File: config.mk
export PLATFORM = sky130hd
export DESIGN_NAME = stack_ptr_unit
export DESIGN_NICKNAME = d
export VERILOG_FILES = /design/src/rtl/stack_ptr_unit_pkg.sv /design/src/rtl/stk_op_arb.sv /design/src/rtl/stk_fit.sv /design/src/rtl/stk_step.sv /design/src/rtl/stk_io_port.sv /design/src/rtl/stack_ptr_unit.sv
export SDC_FILE = /design/constraint.sdc
export NUM_CORES = 1
export LEC_CHECK = 0
export ABC_AREA = 1
export BUFFER_PORTS_ARGS = -buffer_cell sky130_fd_sc_hd__buf_2
export CAP_MARGIN = 40
export CORE_ASPECT_RATIO = 0.7
export CORE_MARGIN = 8
export CORE_UTILIZATION = 29
export CTS_BUF_LIST = sky130_fd_sc_hd__clkbuf_2 sky130_fd_sc_hd__clkbuf_4 sky130_fd_sc_hd__clkbuf_8
export DETAILED_ROUTE_END_ITERATION = 6
export HOLD_SLACK_MARGIN = 0.08
export SLEW_MARGIN = 10
export SYNTH_ARGS = -nofsm -noshare
export SYNTH_HDL_FRONTEND = slang
export SYNTH_HIERARCHICAL = 1
export SYNTH_SLANG_ARGS = --single-unit
File: constraint.sdc
create_clock -name clk -period 2.75 [get_ports clk]
set_input_delay 0.1375 -clock clk [delete_from_list [all_inputs] [get_ports clk]]
set_output_delay 0.1375 -clock clk [all_outputs]
set_load 0.02 [all_outputs]
File: src/rtl/stack_ptr_unit_pkg.sv
package stack_ptr_unit_pkg;

   // Resolved stack operation for one cycle
   typedef enum logic [2:0] {
      OP_IDLE  = 3'd0,
      OP_PUSH1 = 3'd1,
      OP_POP1  = 3'd2,
      OP_PUSH2 = 3'd3,
      OP_POP2  = 3'd4
   } stk_op_e;

   // Raw command strobes as they arrive
   typedef struct packed {
      logic push_ret;
      logic pop_ret;
      logic push_byte;
      logic pop_byte;
   } stk_cmd_t;

endpackage

File: src/rtl/stk_op_arb.sv
module stk_op_arb
   import stack_ptr_unit_pkg::*;
(
   input  stk_cmd_t cmd,
   output stk_op_e  op
);

   // Fixed priority: return push, return pop, byte push, byte pop
   always_comb begin
      if (cmd.push_ret)       op = OP_PUSH2;
      else if (cmd.pop_ret)   op = OP_POP2;
      else if (cmd.push_byte) op = OP_PUSH1;
      else if (cmd.pop_byte)  op = OP_POP1;
      else                    op = OP_IDLE;
   end

endmodule

File: src/rtl/stk_fit.sv
module stk_fit #(
   parameter int SP_W   = 16,
   parameter int IMPL_W = 12
) (
   input  logic [SP_W-1:0] raw,
   output logic [SP_W-1:0] fitted
);

   generate
      if (IMPL_W < SP_W) begin : g_trim
         assign fitted = {{(SP_W-IMPL_W){1'b0}}, raw[IMPL_W-1:0]};
      end else begin : g_full
         assign fitted = raw;
      end
   endgenerate

endmodule

File: src/rtl/stk_step.sv
module stk_step
   import stack_ptr_unit_pkg::*;
#(
   parameter int SP_W = 16
) (
   input  logic [SP_W-1:0] cur,
   input  stk_op_e         op,
   output logic [SP_W-1:0] nxt,
   output logic [SP_W-1:0] addr_lo,
   output logic [SP_W-1:0] addr_hi
);

   logic [SP_W-1:0] up1, up2, dn1, dn2;

   assign up1 = cur + SP_W'(1);
   assign up2 = cur + SP_W'(2);
   assign dn1 = cur - SP_W'(1);
   assign dn2 = cur - SP_W'(2);

   always_comb begin
      case (op)
         OP_PUSH1: begin nxt = dn1; addr_lo = cur; addr_hi = cur; end
         OP_PUSH2: begin nxt = dn2; addr_lo = cur; addr_hi = dn1; end
         OP_POP1:  begin nxt = up1; addr_lo = up1; addr_hi = up1; end
         OP_POP2:  begin nxt = up2; addr_lo = up2; addr_hi = up1; end
         default:  begin nxt = cur; addr_lo = cur; addr_hi = cur; end
      endcase
   end

endmodule

File: src/rtl/stk_io_port.sv
module stk_io_port #(
   parameter int                SP_W     = 16,
   parameter int                IO_AW    = 6,
   parameter logic [IO_AW-1:0]  SPH_ADDR = 6'h3E,
   parameter logic [IO_AW-1:0]  SPL_ADDR = 6'h3D
) (
   input  logic [IO_AW-1:0] io_addr,
   input  logic             io_wr,
   input  logic [7:0]       io_wdata,
   input  logic [SP_W-1:0]  cur,
   output logic [7:0]       io_rdata,
   output logic             wr_hit,
   output logic [SP_W-1:0]  wr_val
);

   logic sel_hi, sel_lo;

   assign sel_hi = (io_addr == SPH_ADDR);
   assign sel_lo = (io_addr == SPL_ADDR);
   assign wr_hit = io_wr && (sel_hi || sel_lo);

   always_comb begin
      if (sel_hi)      io_rdata = cur[15:8];
      else if (sel_lo) io_rdata = cur[7:0];
      else             io_rdata = 8'h00;
   end

   always_comb begin
      wr_val = cur;
      if (sel_hi) wr_val[15:8] = io_wdata;
      else        wr_val[7:0]  = io_wdata;
   end

endmodule

File: src/rtl/stack_ptr_unit.sv
module stack_ptr_unit
   import stack_ptr_unit_pkg::*;
#(
   parameter int                SP_W     = 16,
   parameter int                IMPL_W   = 12,
   parameter logic [15:0]       RAM_END  = 16'h08FF,
   parameter int                IO_AW    = 6,
   parameter logic [IO_AW-1:0]  SPH_ADDR = 6'h3E,
   parameter logic [IO_AW-1:0]  SPL_ADDR = 6'h3D
) (
   input  logic             clk,
   input  logic             rst_n,
   input  logic             push_byte,
   input  logic             pop_byte,
   input  logic             push_ret,
   input  logic             pop_ret,
   input  logic [IO_AW-1:0] io_addr,
   input  logic             io_wr,
   input  logic [7:0]       io_wdata,
   output logic [7:0]       io_rdata,
   output logic [SP_W-1:0]  sp,
   output logic [SP_W-1:0]  stk_addr_lo,
   output logic [SP_W-1:0]  stk_addr_hi
);

   localparam int              N_FIT     = 4;
   localparam logic [SP_W:0]   IMPL_TOP  = (SP_W+1)'(1) << IMPL_W;
   localparam logic [SP_W-1:0] IMPL_MASK = SP_W'(IMPL_TOP - 1'b1);
   localparam logic [SP_W-1:0] RST_VAL   = SP_W'(RAM_END) & IMPL_MASK;

   // Elaboration-time parameter checks
   generate
      if (SP_W != 16) begin : g_bad_width
         $error("stack_ptr_unit: SP_W must be 16 (two I/O bytes)");
      end
      if (IMPL_W < 8 || IMPL_W > SP_W) begin : g_bad_impl
         $error("stack_ptr_unit: IMPL_W must lie in 8..SP_W");
      end
      if ((SP_W'(RAM_END) & ~IMPL_MASK) != '0) begin : g_bad_end
         $error("stack_ptr_unit: RAM_END exceeds implemented bits");
      end
      if (SPH_ADDR == SPL_ADDR) begin : g_bad_io
         $error("stack_ptr_unit: I/O byte addresses must differ");
      end
   endgenerate

   stk_cmd_t        cmd;
   stk_op_e         op;
   logic [SP_W-1:0] sp_q, sp_d;
   logic            wr_hit;
   logic [SP_W-1:0] raw_v [N_FIT];
   logic [SP_W-1:0] fit_v [N_FIT];

   assign cmd = '{push_ret: push_ret, pop_ret: pop_ret,
                  push_byte: push_byte, pop_byte: pop_byte};

   stk_op_arb u_arb (
      .cmd (cmd),
      .op  (op)
   );

   stk_step #(.SP_W(SP_W)) u_step (
      .cur     (sp_q),
      .op      (op),
      .nxt     (raw_v[0]),
      .addr_lo (raw_v[1]),
      .addr_hi (raw_v[2])
   );

   stk_io_port #(
      .SP_W(SP_W), .IO_AW(IO_AW), .SPH_ADDR(SPH_ADDR), .SPL_ADDR(SPL_ADDR)
   ) u_io (
      .io_addr  (io_addr),
      .io_wr    (io_wr),
      .io_wdata (io_wdata),
      .cur      (sp_q),
      .io_rdata (io_rdata),
      .wr_hit   (wr_hit),
      .wr_val   (raw_v[3])
   );

   // Trim every derived value to the implemented pointer bits
   generate
      for (genvar gi = 0; gi < N_FIT; gi++) begin : g_fit
         stk_fit #(.SP_W(SP_W), .IMPL_W(IMPL_W)) u_fit (
            .raw    (raw_v[gi]),
            .fitted (fit_v[gi])
         );
      end
   endgenerate

   // A software write outranks the stack command of the same cycle
   assign sp_d = wr_hit ? fit_v[3] : fit_v[0];

   always_ff @(posedge clk or negedge rst_n) begin
      if (!rst_n) sp_q <= RST_VAL;
      else        sp_q <= sp_d;
   end

   assign sp          = sp_q;
   assign stk_addr_lo = fit_v[1];
   assign stk_addr_hi = fit_v[2];

endmodule

# After elaboration in Yosys (flattened, before gate mapping)
# Cells that the tools add are included.
[word_totals] regBits=12 inputBits=21
[op_classes] add_sub_neg=4 eq_ne=8 mux=12 reduce_logical=6
[op_table] operator="$pmux W12 S2" count=2
[op_table] operator="$pmux W12 S4" count=1
[op_table] operator="$mux W8" count=3
[op_table] operator="$add A12 B1 Y12 const B" count=1
[op_table] operator="$add A12 B2 Y12 const B" count=1
[op_table] operator="$eq A6 B6 Y1 const B" count=2
[op_table] operator="$mux W12" count=1
[op_table] operator="$sub A12 B1 Y12 const B" count=1
[op_table] operator="$sub A12 B2 Y12 const B" count=1
[op_table] operator="$mux W3" count=3
[op_table] operator="$eq A3 B2 Y1 const B" count=2
[op_table] operator="$reduce_bool A5 Y1" count=1
[op_table] operator="$mux W4" count=1
[op_table] operator="$reduce_and A2 Y1" count=2
[op_table] operator="$eq A3 B1 Y1 const B" count=1
[op_table] operator="$eq A3 B3 Y1 const B" count=1
[op_table] operator="$mux W2" count=1
[op_table] operator="$ne A2 B1 Y1 const B" count=1
[op_table] operator="$ne A2 B2 Y1 const B" count=1
[op_table] operator="$reduce_or A2 Y1" count=1
[op_table] operator="$logic_and A1 B1 Y1" count=1
[op_table] operator="$logic_or A1 B1 Y1" count=1

# Depth between registers and ports, before layout
# Gate-level depths: netlist of the first run.
[logic_depth] ltp_word=7 mapped_depth=15

# Hierarchy
# Netlist of the first run, hierarchy kept.
[by_module_without_submodules] mod="stk_step" instances=1 cells_each=437 area_each_um2=2125.8
[by_module_without_submodules] mod="stack_ptr_unit" instances=1 cells_each=68 area_each_um2=655.6
[by_module_without_submodules] mod="stk_fit" instances=4 cells_each=17 area_each_um2=123.9
[by_module_without_submodules] mod="stk_io_port" instances=1 cells_each=89 area_each_um2=430.4
[by_module_without_submodules] mod="stk_op_arb" instances=1 cells_each=8 area_each_um2=30.0

# Least setup slack after synthesis of the first run
# No wires, ideal clock.
[synth_timing] kind="reg2reg" startpoint="register sp_q[2], in the netlist sp[2]" endpoint="register sp_q[9], in the netlist sp[9]" setup_time_ps=116 t_arrival_ps=1839 slack_ps=795 path_stages_with_launch=15 n_path_buf=2 period_less_slack_ps=1955 cell_sequence="dfstp_2 buf_2 inv_1 ha_1 nand2_1 nor2_1 nand3_1 nand2_1 nand2_1 nand2_1 nor2_1 nand2_1 buf_4 nand2_1 nand2_1"
[synth_lines] item="start, declared" line_no="stack_ptr_unit.sv:49" text="logic [SP_W-1:0] sp_q, sp_d;"
[synth_lines] item="start signal, assigned" line_no="stack_ptr_unit.sv:97" text="else sp_q <= sp_d;"

# Worst setup path after layout of the first run
[layout_timing] startpoint="register sp_q[0], in the netlist sp[0]" endpoint="output stk_addr_lo[6]"
[layout_via] elab_chain_len=2 word_cells_on_any_way=3 cone_classes="2 x add/sub; 1 x mux"
[layout_lines] item="$add A12 B2 Y12 or $add A12 B1 Y12 (tied branches)" line_no="stk_step.sv:16, stk_step.sv:15"
[layout_lines] item="$pmux W12 S2 (*)" line_no="stk_step.sv:21" text="case (op)"
[layout_lines] item="end, declared" line_no="stack_ptr_unit.sv:22" text="output logic [SP_W-1:0] stk_addr_lo,"
# Every way passes the cells marked *; elsewhere a longest branch is shown, timed or not.

==> impl_metrics.csv, run 1 <==
group,metric,value,unit
status,status,"completed",
routing,wl_per_cell,15.7,um
sta,finClkSkew,0.00293,ns
placement,dp_hpwl,8140,um
hold_path,worstHoldPathType,"in2reg",
placement,place_congestion,0.975,
layout,final_cells,661,
clock_network,clk_latency,0.26,ns
global_routing,track_usage,0.142,
layout,largest_reg_flops,16,
die,initial_core_util,0.298,
sta,worstMarginPinSlew,0.637,ns
hold_path,min_path_cells,5,
die,pin_count,77,
layout,drive_gt1_frac,0.223,
layout,area_growth,0.0812,%
worst_setup_path,crit_path_start_kind,"flip-flop",
routing,drcViolationCount,0,
layout,fin_nets,555,
clock_network,cts_root_buffer,"clkbuf_8",
routing,first_pass_iters,5,
layout,utilization,0.299,
clock_network,clk_path_buf_depth,2,
worst_setup_path,crit_required,2.61,ns
worst_setup_path,reg2reg_from,"sp[0]$_DFF_PN1_",
sta,tns,0,ns
logic_synthesis,syn_area_per_cell,5.85,um^2
die,die_y,102,um
sta,setup_viol,0,
hold_path,hold_start,"io_wdata[5]",
routing,vias_per_cell,4.99,
placement,port_buffers,68,
die,die_width,139,um
global_routing,grt_pass1_wl,16400,um
logic_synthesis,synthesis.instances,528,
job,cap_violations,0,
worst_setup_path,cp.arrival,2.36,ns
clock_network,clkTransAtPathRegs,0.06,ns
worst_setup_path,criticalPathCategory,"reg2out",
clock_network,ctsHtreeMaxLevel,1,
routing,vias,3296,
routing,wl_met1,4720,um
routing,wirelength,10400,um
sta,rsz0062_at_grt,"false",
logic_synthesis,yosys_warnings,6,
routing,met2WireLength,4490,um
pwr,ir_worst_vdd,0.328,mV
worst_setup_path,startpoint,"sp[0]$_DFF_PN1_",
global_routing,grt_overflow_total,0,
die,core-area,10400,um^2
worst_setup_path,cp_slowest_cell,"dfstp_2",
routing,wl_met3,1080,um
die,dieArea,14300,um^2
die,rows,31,
worst_setup_path,path_cells,"ha_1 > nand3_1 > nor2_2 > xor2_1 > o21ai_0 > inv_1 > o21ai_1 > buf_2",
sta,fin_crit_sh,0.910,
global_routing,grt_max_degree,30,
global_routing,grt_antenna_before_repair,0,
sta,final_max_slew_viol_count,0,
routing,ant_nets,0,
sta,period_minus_slack,2.50,ns
worst_setup_path,cp-end-kind,"output pin",
routing,drt_iter0_drc,329,
clock_network,cts_tree,"built",
global_routing,grt_pass1_vias,3010,
placement,place_inst,656,
pwr,p_leak,0.00167,uW
worst_setup_path,rr_worst_depth,10,
routing,dr.max_layer_used,"met4",
logic_synthesis,netlist_area,3090,um^2
clock_network,numClockSinks,16,
sta,final_hold_viol_count,0,
sta,max_slew_margin,0.574,
worst_setup_path,crit_path_max_fanout,10,
clock_network,postCtsSetupRepairBufs,0,
pwr,p_per_area,942,nW/um^2
sta,fmax,400,MHz
clock_network,cts_inserted_buffers,3,
layout,antenna_cells,0,
worst_setup_path,cpPeakStageDelay,0.71,ns
cell type report:
cell class                 instances  area, um^2
sequential                        16         412
fill                            1175        7260
clock buffer                       4        55.1
multi-input combinational        384        1860
inverter                          48         185
tap                              132         165
timing repair buffer              77         410
cells in the final DEF (no fill, tap or decap), drive strengths merged:
cell type and n:
nor2 40, or2 1, nand4 8, ha 4, o221ai 4, buf 76
nand2 177, inv 48, dfrtp 7, dfstp 9, nor3 2, o2111ai 1
a22oi 2, o21bai 1, conb 16, nand3 61, o21ai 32, o22ai 1
dlygate4sd3 1, clkbuf 4, a31oi 1, o211ai 10, xnor2 1, a21oi 9
xor2 13
layer usage:
| layer | global-route usage | vias up |
|---|---|---|
| met5 | 0 | - |
| li1 | - | 1608 |
| met4 | 0.0285 | 0 |
| met3 | 0.0420 | 12 |
| met2 | 0.216 | 178 |
| met1 | 0.194 | 1498 |
power by group:
group | switching (uW) | internal, uW
combinational | 1380 | 624
clock | 88.4 | 127
sequential | 317 | 377
total | 1780 | 1130
through the flow:
stage	cell area, um^2	hold slack [ns]	worst slack, ns	power [uW]
6_report	3090	0.172	0.248	2910
5_1_grt	3090	0.200	0.125	3180
4_1_cts	3090	0.168	0.279	2900
3_5_place_dp	3030	0.0744	0.568	2670
3_3_place_gp	3030	0.0728	0.541	2670
2_1_floorplan	3130	-0.158	0.818	2440
final timing paths:
| kind | end | slack [ns] |
|---|---|---|
| max reg2reg | sp[8]$_DFF_PN0_ | 0.64 |
| min in group asynchronous | sp[10]$_DFF_PN0_ | 0.32 |
| max | stk_addr_lo[6] | 0.25 |
| min | sp[5]$_DFF_PN1_ | 0.17 |
| max in group asynchronous | sp[7]$_DFF_PN1_ | 2.11 |
| min reg2reg | sp[1]$_DFF_PN1_ | 0.66 |
repair_timing:
action                                 CTS  global route
setup endpoints to repair                0             0
resized for setup                        0             0
hold buffers                             1             0
endpoints found under the hold margin    7             0
critical path: cells and delay by family, from the launching register on:
family | cells | cell delay [ns]
AOI/OAI and AO/OA | 2 | 0.39
xor gates and xnor gates | 1 | 0.11
adders and majority gates | 1 | 0.25
buffers and inverters | 2 | 0.27
DFF | 1 | 0.71
and+or+nand+nor | 2 | 0.38
(Power assumes the default switching activity.)
==> run 2: changes to the inputs <==
- CORE_ASPECT_RATIO: 0.7 -> 0.75
==> run 2 against run 1 <==
Compared with the run above:
- clock power decreased by 3%
- power decreased by 1.6%
- combinational power decreased by 3%
- wire length decreased by 5.1%
- critical path depth unchanged
- cell count increased by 0.45%
- sequential share of layout area about the same
- cell area about the same
- core utilization increased by 0.052 points
- global-route usage decreased by 0.75 points
- largest cell class unchanged
==> impl_metrics.csv, run 2 (synthesis results as in run 1) <==
group,metric,value,unit
layout,largest_reg_flops,16,
sta,worstMarginPinSlew,0.558,ns
die,initial_core_util,0.299,
routing,drcViolationCount,0,
global_routing,grt_pass1_vias,3003,
clock_network,clk_path_buf_depth,2,
sta,fin_crit_sh,0.893,
clock_network,clkTransAtPathRegs,0.06,ns
clock_network,cts_inserted_buffers,3,
sta,fmax,407,MHz
die,core-area,10300,um^2
layout,utilization,0.299,
placement,post-place-ws,0.581,ns
sta,setup_viol,0,
worst_setup_path,criticalPathCategory,"reg2out",
sta,final_hold_viol_count,0,
routing,wirelength,9870,um
die,die_y,105,um
clock_network,clk_latency,0.25,ns
placement,dpl_cell_area,3020,um^2
global_routing,track_usage,0.134,
clock_network,post_cts_resized,0,
global_routing,grt_overflow_total,0,
sta,max_slew_margin,0.626,
global_routing,grt_antenna_before_repair,0,
worst_setup_path,cp-end-kind,"output pin",
layout,area_growth,-0.0000971,%
pwr,p_leak,0.00166,uW
die,die_width,135,um
die,rows,32,
hold_path,worstHoldPathType,"in2reg",
sta,final_max_slew_viol_count,0,
routing,first_pass_iters,5,
routing,ant_nets,0,
sta,fin_ws,0.294,ns
clock_network,cts_root_buffer,"clkbuf_8",
layout,drive_gt1_frac,0.222,
worst_setup_path,cpPeakStageDelay,0.70,ns
routing,drt_iter0_drc,285,
routing,vias_per_cell,4.94,
routing,vias,3280,
clock_network,postCtsSetupRepairBufs,0,
worst_setup_path,cp_slowest_cell,"dfstp_2",
worst_setup_path,crit_family,"flip-flops",
clock_network,postCtsHoldBufs,1,
clock_network,cts_tree,"built",
pwr,p_per_area,927,nW/um^2
clock_network,numClockSinks,16,
layout,antenna_cells,0,
job,cap_violations,0,
sta,period_minus_slack,2.46,ns
placement,port_buffers,68,
layout,fin_nets,554,
layout,final_cell_mix,"nand2_1, buf_2, nand3_1",
worst_setup_path,cp.arrival,2.32,ns
placement,place_congestion,0.962,
routing,wl_per_cell,14.9,um
worst_setup_path,crit_path_max_fanout,10,
placement,dp_hpwl,7750,um
worst_setup_path,crit_path_start_kind,"flip-flop",
worst_setup_path,path_buf_inv,2,
sta,tns,0,ns
layout,fill_cells,1162,
layout,layout_commonest_cell,"nand2_1",
die,pin_count,77,
clock_network,ctsHtreeMaxLevel,1,
worst_setup_path,path_cells,"ha_1 > nand3_1 > nor2_2 > xor2_1 > o21ai_0 > inv_1 > o21ai_1 > buf_2",
worst_setup_path,crit_required,2.61,ns
global_routing,grt_max_degree,30,
status,status,"completed",
layout,postLayoutCellArea,3090,um^2
pwr,finalPower,2870,uW
sta,rsz0062_at_grt,"false",
sta,finClkSkew,0.00188,ns
global_routing,grt_pass1_wl,15800,um
die,dieArea,14200,um^2
pwr,ir_worst_vdd,0.287,mV
-- run 2: changes by cell type in the layout (fill, tap and decap cells not counted), sizes merged --
cell  before  now
buf       76   75
-- run 2: worst register-to-register path, cell delays in order (launching register included) --
cell and delay, ns:
dfstp_2 0.70, ha_1 0.24, nand3_1 0.21, nor2_2 0.23
nand2_1 0.07, nand2_1 0.06, nand2_1 0.07, nand2_1 0.06
nand2_1 0.04, inv_1 0.06, nand4_1 0.10, nand2_2 0.08
nand2_1 0.05
-- run 2: worst paths after layout --
kind,startpoint,to,slack [ns],depth (start not counted)
max in group asynchronous,rst_n,sp[0]$_DFF_PN1_,2.11,2
max,sp[0]$_DFF_PN1_,stk_addr_lo[6],0.29,8
min,io_wdata[6],sp[6]$_DFF_PN1_,0.19,5
min in group asynchronous,rst_n,sp[10]$_DFF_PN0_,0.33,2
max reg2reg,sp[0]$_DFF_PN1_,sp[10]$_DFF_PN0_,0.66,12
min reg2reg,sp[11]$_DFF_PN1_,sp[11]$_DFF_PN1_,0.67,4
-- run 2: final cells by class --
class                   instances  area (um^2)  area share
inverters                      48          185      0.0599
flip-flops and latches         16          412       0.133
multi-input cells             384         1860       0.603
clock buffers                   4         55.1      0.0178
repair buffers                 76          403       0.130
well taps                     136          170      0.0551
-- run 2: layer usage --
layer  up-vias  routed length [um]  global-route usage
met5         -                   0                   0
met4         0                 107              0.0261
met3        14                 918              0.0228
met2       164                4540               0.213
met1      1494                4300               0.187
li1       1608                   -                   -
-- run 2: report_power, final --
group	leakage (uW)	internal, uW	total (uW)	switching, uW
logic	0.00145	616	1940	1330
registers	0.000180	376	711	334
clock network	0.0000288	127	209	82.3
-- run 2: metrics by stage --
stage | std cells | hold WS [ns]
after global placement | 659 | 0.0664
final | 664 | 0.186
after detailed placement | 659 | 0.0726
after global routing | 664 | 0.201
after CTS | 664 | 0.179
after floorplan | 540 | -0.158
==> run 3: changes to the inputs <==
- BUFFER_PORTS_ARGS: -buffer_cell sky130_fd_sc_hd__buf_2 -> default
- DONT_BUFFER_PORTS: default -> 1
==> run 3 against run 2 <==
Compared with the run above:
- maximum frequency fell by 4.2%
- cell area fell by 9.8%
- global-route usage rose by 0.095 points
- highest routed layer unchanged
==> impl_metrics.csv, run 3 (synthesis results as in run 1) <==
group,metric,value,unit
global_routing,grt_antenna_before_repair,0,
layout,fin_nets,491,
clock_network,cts_root_buffer,"clkbuf_8",
routing,wirelength,9990,um
clock_network,clk_latency,0.25,ns
layout,area_growth,-9.80,%
job,cap_violations,0,
layout,antenna_cells,0,
sta,max_slew_margin,0.486,
clock_network,clkTransAtPathRegs,0.07,ns
worst_setup_path,r2r_slack,0.49,ns
pwr,comb_power_share,0.639,
global_routing,grt_pass1_vias,2821,
routing,drcViolationCount,0,
pwr,p_sw,1720,uW
worst_setup_path,cp-end-kind,"output pin",
clock_network,post_cts_resized,0,
layout,layout_commonest_cell,"nand2_1",
pwr,switching_share,0.634,
sta,rsz0062_at_grt,"false",
global_routing,grt_max_degree,30,
sta,worstMarginPinSlew,0.768,ns
routing,ant_nets,0,
routing,first_pass_iters,6,
sta,setup_viol,0,
worst_setup_path,crit_path_start_kind,"flip-flop",
worst_setup_path,crit_path_max_fanout,11,
worst_setup_path,startpoint,"sp[2]$_DFF_PN1_",
routing,drt_iter0_drc,304,
die,core-area,10300,um^2
sta,final_max_slew_viol_count,0,
layout,drive_gt1_frac,0.116,
sta,fin_crit_sh,0.932,
status,status,"completed",
worst_setup_path,criticalPathCategory,"reg2out",
layout,utilization,0.270,
placement,dp_hpwl,7850,um
layout,largest_reg_flops,16,
die,die_y,105,um
clock_network,numClockSinks,16,
global_routing,grt_overflow_total,0,
sta,finClkSkew,0.00107,ns
die,pin_count,77,
routing,wl_per_cell,16.6,um
worst_setup_path,reg2reg_from,"sp[2]$_DFF_PN1_",
worst_setup_path,cp.arrival,2.42,ns
pwr,clkPwrFrac,0.078,
worst_setup_path,crit_required,2.61,ns
sta,fmax,390,MHz
layout,final_cell_mix,"nand2_1, nand3_1, inv_1",
worst_setup_path,r2r_end,"sp[9]$_DFF_PN0_",
pwr,ir_worst_vdd,0.254,mV
global_routing,grt_pass1_wl,15700,um
sta,tns,0,ns
routing,vias_per_cell,5.10,
worst_setup_path,cp-endpoint,"stk_addr_lo[3]",
global_routing,track_usage,0.135,
pwr,finalPower,2710,uW
routing,vias,3068,
clock_network,ctsHtreeMaxLevel,1,
placement,place_congestion,0.893,
placement,port_buffers,0,
pwr,p_per_area,972,nW/um^2
worst_setup_path,rr_worst_depth,10,
clock_network,postCtsSetupRepairBufs,0,
die,rows,32,
clock_network,clk_path_buf_depth,2,
pwr,p_leak,0.00139,uW
sta,period_minus_slack,2.56,ns
sta,hold_ws,0.0904,ns
hold_path,worstHoldPathType,"in2reg",
pwr,seqPwrFrac,0.283,
clock_network,postCtsHoldBufs,1,
die,die_width,135,um
die,dieArea,14200,um^2
sta,final_hold_viol_count,0,
clock_network,cts_inserted_buffers,3,
pwr,p_int,991,uW
clock_network,cts_tree,"built",
die,initial_core_util,0.299,
run 3: worst min-delay path by stage:
stage                      from          endpoint  slack (ns)  depth (start not counted)
floorplan                 rst_n  sp[10]$_DFF_PN0_       -0.16                          0
global placement          rst_n  sp[10]$_DFF_PN0_       -0.16                          0
detailed placement        rst_n  sp[10]$_DFF_PN0_       -0.16                          0
CTS                 io_wdata[6]   sp[6]$_DFF_PN1_        0.09                          4
global route        io_wdata[7]   sp[7]$_DFF_PN1_         0.1                          4
finish              io_wdata[6]   sp[6]$_DFF_PN1_        0.09                          4
run 3: area by class of cell:
class / count / area, um^2
Fill cell: 1189 / 7540
Multi-Input combinational cell: 384 / 1860
Sequential cell: 16 / 412
Inverter: 48 / 185
Tap cell: 136 / 170
Timing Repair Buffer: 13 / 100
Clock buffer: 4 / 55.1
run 3: stage by stage:
| step | area [um^2] | cells | setup WS [ns] |
|---|---|---|---|
| final | 2790 | 601 | 0.188 |
| after global routing | 2790 | 601 | 0.0648 |
| after CTS | 2790 | 601 | 0.224 |
| after detailed placement | 2720 | 596 | 0.507 |
| after global placement | 2720 | 596 | 0.504 |
| after floorplan | 3130 | 540 | 0.818 |
run 3: power groups by stage:
| stage | combinational (uW) | sequential [uW] | clock [uW] |
|---|---|---|---|
| finish | 1730 | 767 | 211 |
| global route | 1910 | 799 | 232 |
| floorplan | 1850 | 583 | 0 |
| detailed placement | 1700 | 774 | 0 |
| CTS | 1720 | 770 | 215 |
| global placement | 1680 | 767 | 0 |
run 3: worst max-delay path, cell delays in order (launching register included):
cell     delay, ns
dfstp_2       0.74
ha_1          0.32
nand2_1       0.09
o21ai_0       0.33
nor2_1        0.09
a31oi_1       0.24
o21ai_0       0.18
buf_4         0.19
run 3: metal layers:
metal | part of all wire | global-route usage | vias up
li1 | - | - | 1475
met4 | 0.016 | 0.0316 | 0
met5 | 0 | 0 | -
met3 | 0.11 | 0.0308 | 18
met1 | 0.42 | 0.184 | 1412
met2 | 0.45 | 0.212 | 163
